==> src/rtl/wdog_pkg.sv <==
// Shared constants, register types and tick-rate decode for the window watchdog.
// Assumes a 6-bit counter and a 12-bit prescaler, wide enough for a 2048 divisor.
package wdog_pkg;
    localparam int          CNT_W   = 6;
    localparam int          PSC_W   = 12;
    localparam logic [31:0] KEY_VAL = 32'h0000_5AA5;

    typedef enum logic [1:0] {
        IDX_REFRESH = 2'd0,
        IDX_CTRL    = 2'd1,
        IDX_STAT    = 2'd2,
        IDX_COUNT   = 2'd3
    } word_idx_e;

    typedef struct packed {
        logic             frz_dis;
        logic [CNT_W-1:0] win;
        logic [3:0]       rate;
        logic             ie;
        logic             run_en;
    } ctrl_t;

    // Divisor for a rate code: powers of two up to 128, then alternating 3*2^k and 2^k.
    function automatic logic [PSC_W-1:0] rate_div(input logic [3:0] code);
        logic [PSC_W-1:0] d;
        if (!code[3])
            d = PSC_W'(1) << code[2:0];
        else if (!code[0])
            d = PSC_W'(3) << (4'(code[2:1]) + 4'd6);
        else
            d = PSC_W'(1) << (4'(code[2:1]) + 4'd8);
        return d;
    endfunction
endpackage

==> src/rtl/wdog_prescale.sv <==
// Tick generator: counts clocks while running and emits one tick per divisor period.
// Assumes clr is raised on every counter reload and on every change of the rate code.
module wdog_prescale
    import wdog_pkg::*;
#(
    parameter int PW = PSC_W
) (
    input  logic       clk,
    input  logic       rst_n,
    input  logic       run,
    input  logic [3:0] rate,
    input  logic       clr,
    output logic       tick
);
    logic [PW-1:0] div;
    logic [PW-1:0] acc_q;

    assign div  = PW'(rate_div(rate));
    // A tick ends the period; >= keeps a stale count from running away.
    assign tick = run && (acc_q >= div - PW'(1));

    // Period accumulator: restarts on clear or tick, advances while running.
    always_ff @(posedge clk) begin
        if (!rst_n)
            acc_q <= '0;
        else if (clr || tick)
            acc_q <= '0;
        else if (run)
            acc_q <= acc_q + PW'(1);
    end
endmodule

==> src/rtl/wdog_counter.sv <==
// Window down counter: makes the refresh window decision and detects timeout.
// Assumes key_wr is already qualified by reset and address; reload wins over a tick.
module wdog_counter
    import wdog_pkg::*;
#(
    parameter int CW = CNT_W
) (
    input  logic          clk,
    input  logic          rst_n,
    input  logic          tick,
    input  logic          key_wr,
    input  logic [CW-1:0] win,
    output logic [CW-1:0] cnt,
    output logic          match,
    output logic          fire,
    output logic          reload
);
    localparam logic [CW-1:0] TOP = {CW{1'b1}};

    logic          in_win_key;
    logic          early_key;
    logic          expire;
    logic [CW-1:0] cnt_q;
    logic [CW-1:0] cnt_dec;

    assign cnt_dec    = cnt_q - CW'(1);
    assign in_win_key = key_wr && (cnt_q <= win);
    assign early_key  = key_wr && (cnt_q > win);
    assign expire     = tick && (cnt_q == '0) && !in_win_key;
    assign reload     = in_win_key || expire;
    assign fire       = early_key || expire;
    assign match      = tick && !in_win_key && (cnt_q != '0) && (cnt_dec == win);
    assign cnt        = cnt_q;

    // Counter state: reload to the top, otherwise step down on each tick.
    always_ff @(posedge clk) begin
        if (!rst_n)
            cnt_q <= TOP;
        else if (reload)
            cnt_q <= TOP;
        else if (tick)
            cnt_q <= cnt_dec;
    end
endmodule

==> src/rtl/wdog_regs.sv <==
// Register file: control word, interrupt flag, reset-occurred flag and read mux.
// Assumes the reset-occurred flag lives on por_n so that rst_n leaves it intact.
module wdog_regs
    import wdog_pkg::*;
(
    input  logic             clk,
    input  logic             rst_n,
    input  logic             por_n,
    input  logic             wr_en,
    input  logic [1:0]       addr,
    input  ctrl_t            ctrl_wd,
    input  logic [1:0]       stat_w1c,
    input  logic [CNT_W-1:0] cnt,
    input  logic             match,
    input  logic             fire,
    output ctrl_t            ctrl,
    output logic             rate_chg,
    output logic             irq_flag,
    output logic             rst_flag,
    output logic [31:0]      rdata
);
    logic  ctrl_wr;
    logic  stat_wr;
    ctrl_t ctrl_q;

    assign ctrl_wr  = wr_en && (addr == IDX_CTRL);
    assign stat_wr  = wr_en && (addr == IDX_STAT);
    assign rate_chg = ctrl_wr && (ctrl_wd.rate != ctrl_q.rate);
    assign ctrl     = ctrl_q;

    // Control word: loaded by a write to its index.
    always_ff @(posedge clk) begin
        if (!rst_n)
            ctrl_q <= '0;
        else if (ctrl_wr)
            ctrl_q <= ctrl_wd;
    end

    // Compare-match flag: set by a match, cleared by writing 1, set first.
    always_ff @(posedge clk) begin
        if (!rst_n)
            irq_flag <= 1'b0;
        else if (match)
            irq_flag <= 1'b1;
        else if (stat_wr && stat_w1c[0])
            irq_flag <= 1'b0;
    end

    // Reset-occurred flag: power-on domain, set by a reset request, cleared by writing 1.
    always_ff @(posedge clk) begin
        if (!por_n)
            rst_flag <= 1'b0;
        else if (fire)
            rst_flag <= 1'b1;
        else if (rst_n && stat_wr && stat_w1c[1])
            rst_flag <= 1'b0;
    end

    // Read mux: assembles the word selected by addr.
    always_comb begin
        unique case (addr)
            IDX_CTRL:  rdata = {ctrl_q.frz_dis, 9'b0, ctrl_q.win, 4'b0, ctrl_q.rate,
                                6'b0, ctrl_q.ie, ctrl_q.run_en};
            IDX_STAT:  rdata = {30'b0, rst_flag, irq_flag};
            IDX_COUNT: rdata = {{(32-CNT_W){1'b0}}, cnt};
            default:   rdata = 32'b0;
        endcase
    end
endmodule

==> src/rtl/win_wdog.sv <==
// Window watchdog top: decodes the refresh key, gates counting, drives the outputs.
// Assumes one register write per cycle and a clean synchronous rst_n and por_n.
module win_wdog
    import wdog_pkg::*;
#(
    parameter logic [31:0] REFRESH_KEY = KEY_VAL,
    parameter int          PSC_BITS    = PSC_W
) (
    input  logic        clk,
    input  logic        rst_n,
    input  logic        por_n,
    input  logic        dbg_ack,
    input  logic        wr_en,
    input  logic [1:0]  addr,
    input  logic [31:0] wdata,
    output logic [31:0] rdata,
    output logic        irq,
    output logic        rst_req
);
    ctrl_t            ctrl;
    ctrl_t            ctrl_wd;
    logic             rate_chg;
    logic             irq_flag;
    logic             rst_flag;
    logic             key_wr;
    logic             run;
    logic             tick;
    logic             match;
    logic             fire_raw;
    logic             fire;
    logic             reload;
    logic [CNT_W-1:0] cnt;

    assign ctrl_wd = '{frz_dis: wdata[31], win: wdata[16 +: CNT_W], rate: wdata[11:8],
                       ie: wdata[1], run_en: wdata[0]};
    assign key_wr  = rst_n && wr_en && (addr == IDX_REFRESH) && (wdata == REFRESH_KEY);
    assign run     = ctrl.run_en && !(dbg_ack && !ctrl.frz_dis);
    assign fire    = rst_n && fire_raw;
    assign irq     = irq_flag && ctrl.ie;

    wdog_regs u_regs (
        .clk(clk), .rst_n(rst_n), .por_n(por_n), .wr_en(wr_en), .addr(addr),
        .ctrl_wd(ctrl_wd), .stat_w1c(wdata[1:0]), .cnt(cnt), .match(match),
        .fire(fire), .ctrl(ctrl), .rate_chg(rate_chg), .irq_flag(irq_flag),
        .rst_flag(rst_flag), .rdata(rdata)
    );

    wdog_prescale #(.PW(PSC_BITS)) u_psc (
        .clk(clk), .rst_n(rst_n), .run(run), .rate(ctrl.rate),
        .clr(reload || rate_chg), .tick(tick)
    );

    wdog_counter #(.CW(CNT_W)) u_cnt (
        .clk(clk), .rst_n(rst_n), .tick(tick), .key_wr(key_wr), .win(ctrl.win),
        .cnt(cnt), .match(match), .fire(fire_raw), .reload(reload)
    );

    // Reset request: one cycle per event, never two cycles back to back.
    always_ff @(posedge clk) begin
        if (!rst_n)
            rst_req <= 1'b0;
        else
            rst_req <= fire && !rst_req;
    end
endmodule

==> config.mk <==
export PLATFORM = sky130hd
export DESIGN_NAME = win_wdog
export DESIGN_NICKNAME = d
export VERILOG_FILES = /design/src/rtl/wdog_pkg.sv /design/src/rtl/wdog_prescale.sv /design/src/rtl/wdog_counter.sv /design/src/rtl/wdog_regs.sv /design/src/rtl/win_wdog.sv
export SDC_FILE = /design/constraint.sdc
export NUM_CORES = 1
export LEC_CHECK = 0
export BUFFER_PORTS_ARGS = -buffer_cell sky130_fd_sc_hd__buf_2
export CORE_UTILIZATION = 51
export CTS_CLUSTER_SIZE = 12
export DETAILED_ROUTE_END_ITERATION = 10
export PLACE_DENSITY = 0.76
export SLEW_MARGIN = 10
export SYNTH_ARGS = -nofsm -noshare
export SYNTH_HDL_FRONTEND = slang
export SYNTH_SLANG_ARGS = --single-unit
==> constraint.sdc <==
create_clock -name clk -period 6.02 [get_ports clk]
set_input_delay 0 -clock clk [delete_from_list [all_inputs] [get_ports clk]]
set_output_delay 0 -clock clk [all_outputs]
set_load 0.01 [all_outputs]
==> metrics <==
synthesized area=2843 um^2; main flop type after synthesis=dfxtp_1; num ports=73; via/cell ratio=5.547; Ant. Diodes=0; Max H-tree Level=2; Detailed Routing Iterations Pass 1=6; final hold vios=0; WL/cell=14.24 um; Worst setup EP type=flop; row cnt=26; CTS Buf Count=5; main combinational cell family by area after synthesis=simple AND/OR/NAND/NOR gates; CP startpoint kind=flop; peak supply drop=roughly 0.10 mV; synth warn=0; Clock Skew=between 0.006 and 0.007 ns; Die X=about 77 um; Starting Density=54.28%; sequential share of the synthesized area=a little under a quarter; DRC violations left=0; Slew Limit Fails=0; vias=between 2000 and 3000; Simple-Gate Fraction of Synth Area=~30%; arrival time worst endpoint=3.82 ns; area grow syn2layout=15.93%; Adder-Cell Fraction of Synth Area=11.00%; hold path depth=3; Synth area leader=dfxtp_1; worst skew pair latency=0.30 ns; xor/xnor share of the synthesized area=8.319%; top-count cell post-synth=nand2_1; Slew @ Worst Pin=0.9090 ns; critical setup path kind=flop to flop; gr ovfl total=0; top cell type's share of synthesized area=23.94%; gpl congestion=roughly 0.8; Synth Register Bits=34; pwr dens=153.9 nW/um^2; Rel. slew slack=39.28%; setup TNS=0 ns; Mapped Cells=356; FMAX=0.2744 GHz; CTS tree=done; unrepaired setup endpoints after global routing=false; register area=680.7 um^2; commonest cells in the netlist=nand2_1, dfxtp_1, ha_1, o21ai_0, xor2_1; top cells by area, synth=dfxtp_1, ha_1, nand2_1; deepest clock path buffer count=2; Clock Tree Root=clkbuf_8; post-route minimum period=about 3.6 ns; First DRT Iteration DRCs=159; Clk pin slew, worst setup/hold paths=0.08 ns; Post-synth EDFFs=0; fraction of layout cells with a size suffix above 1=a little over a fifth; Multi-input gate area=slightly below 2000 um^2; core footprint=5238 um^2; # nets final=roughly 480; Reg2Reg Depth=14; WHS=0.004830 ns; largest net degree at the start of global routing=19; Final period util=60.54%; Async SR Flop Fraction=0%; Leak=1.426 nW; vias in the first global route=2516; Synth cell types=56; status=finished clean; post-synthesis compound-gate area fraction=16.46%; first-pass GRT wire length=between 10000 and 15000 um; total die area=5877 um^2; max cap viols=0; input/output buffers=57; CP Max Fanout=17; gr usage total=approximately a quarter; initial antenna violation count=0; total power=507.1 uW; Post-Route WL=~7000 um; fill cell count=469; Routed Antenna Nets=0; Num Clock Sinks=34; WP data required=6.19 ns; die span in y=76.66 um; Finish-stage setup viols=0; average size of a mapped cell=about 8 um^2; mux cell area share after synthesis=1.849%; hpwl dp=5055 um; Hold WC Path Type=input port to flop
registers in the layout, summed over array words and instances, names as in the netlist:
register,flops
u_regs.ctrl,13
u_cnt.cnt,6
u_regs.irq_flag,1
rst_req,1
u_psc.acc_q,12
u_regs.rst_flag,1
stage by stage:
stage	utilization [%]	instance area, um^2	instances	worst slack [ns]
6_report	62.92	3296	488	2.376
5_1_grt	62.92	3296	488	2.093
4_1_cts	62.92	3296	488	2.429
3_5_place_dp	58.72	3075	467	2.447
3_3_place_gp	58.72	3075	467	2.587
2_1_floorplan	-	2895	370	2.864
worst paths after layout:
check | slack (ns) | to | startpoint
setup / recovery | 2.38 | u_psc.acc_q[9] | u_regs.ctrl[4]
hold / removal | 0.005 | u_regs.ctrl[4] | wdata[10]
setup reg to reg | 2.38 | u_psc.acc_q[9] | u_regs.ctrl[4]
hold reg to reg | 0.46 | rst_req | rst_req
placed cells by master, fill, tap and decap left out, types with 5 or more instances in the layout:
cell,instances
nor2_2,10
ha_1,25
a21boi_1,5
and2_1,16
nand2_1,53
nor4_1,5
dfxtp_1,34
o21ai_0,20
and3_1,8
buf_2,57
a21oi_1,12
clkbuf_8,5
nor2_1,12
xnor2_1,9
nor3_1,8
nand3_1,13
a21boi_0,9
xor2_1,18
conb_1,15
dlygate4sd3_1,13
inv_1,16
what timing repair did:
| item | CTS | global route |
|---|---|---|
| hold buffers | 13 | 0 |
| buffers inserted | 0 | 0 |
| endpoints found under the hold margin | 13 | 0 |
| gates resized for setup | 0 | 0 |
report_power, final:
part / internal (mW) / leakage [nW] / switching, mW
Combinational: 0.0432 / 1.11 / 0.0539
Sequential: 0.228 / 0.275 / 0.00620
Clock: 0.0813 / 0.0441 / 0.0947
routing by layer:
layer  part of all wire (%)  up-vias  global-route usage, %
li1                       -     1331                      -
met1                     45     1255                  31.96
met3                    6.1       10                  4.167
met2                     47      111                  41.43
met4                    1.6        0                  8.846
met5                      0        -                      0
cells by family after synthesis:
logic type      after synthesis
fa+ha+maj                    25
xor+xnor                     27
simple gates                152
buf+inv                      46
other cells                   1
compound gates               66
mux                           5
flops                        34
critical path: stages, from the launching register on:
cell and delay, ns:
dfxtp_1 0.67, ha_1 0.36, nand2_1 0.07, o21ai_0 0.09, nand2_1 0.10, ha_1 0.25, and3_1 0.16, o32a_1 0.29
ha_1 0.29, and4_1 0.24, nand3_2 0.12, a2111oi_4 0.36, nor2_4 0.13, nand3_2 0.30, nor2_1 0.09
cell type report:
| cell class | instances | share of cell area (%) |
|---|---|---|
| multi-input cells | 290 | 59.53 |
| flip-flops and latches | 34 | 20.65 |
| repair buffers | 70 | 12.60 |
| well taps | 70 | 2.658 |
| clock buffers | 5 | 2.088 |
| inverters | 16 | 1.822 |
| clock inverters | 3 | 0.6454 |
Power figures use the tool's default switching activity.
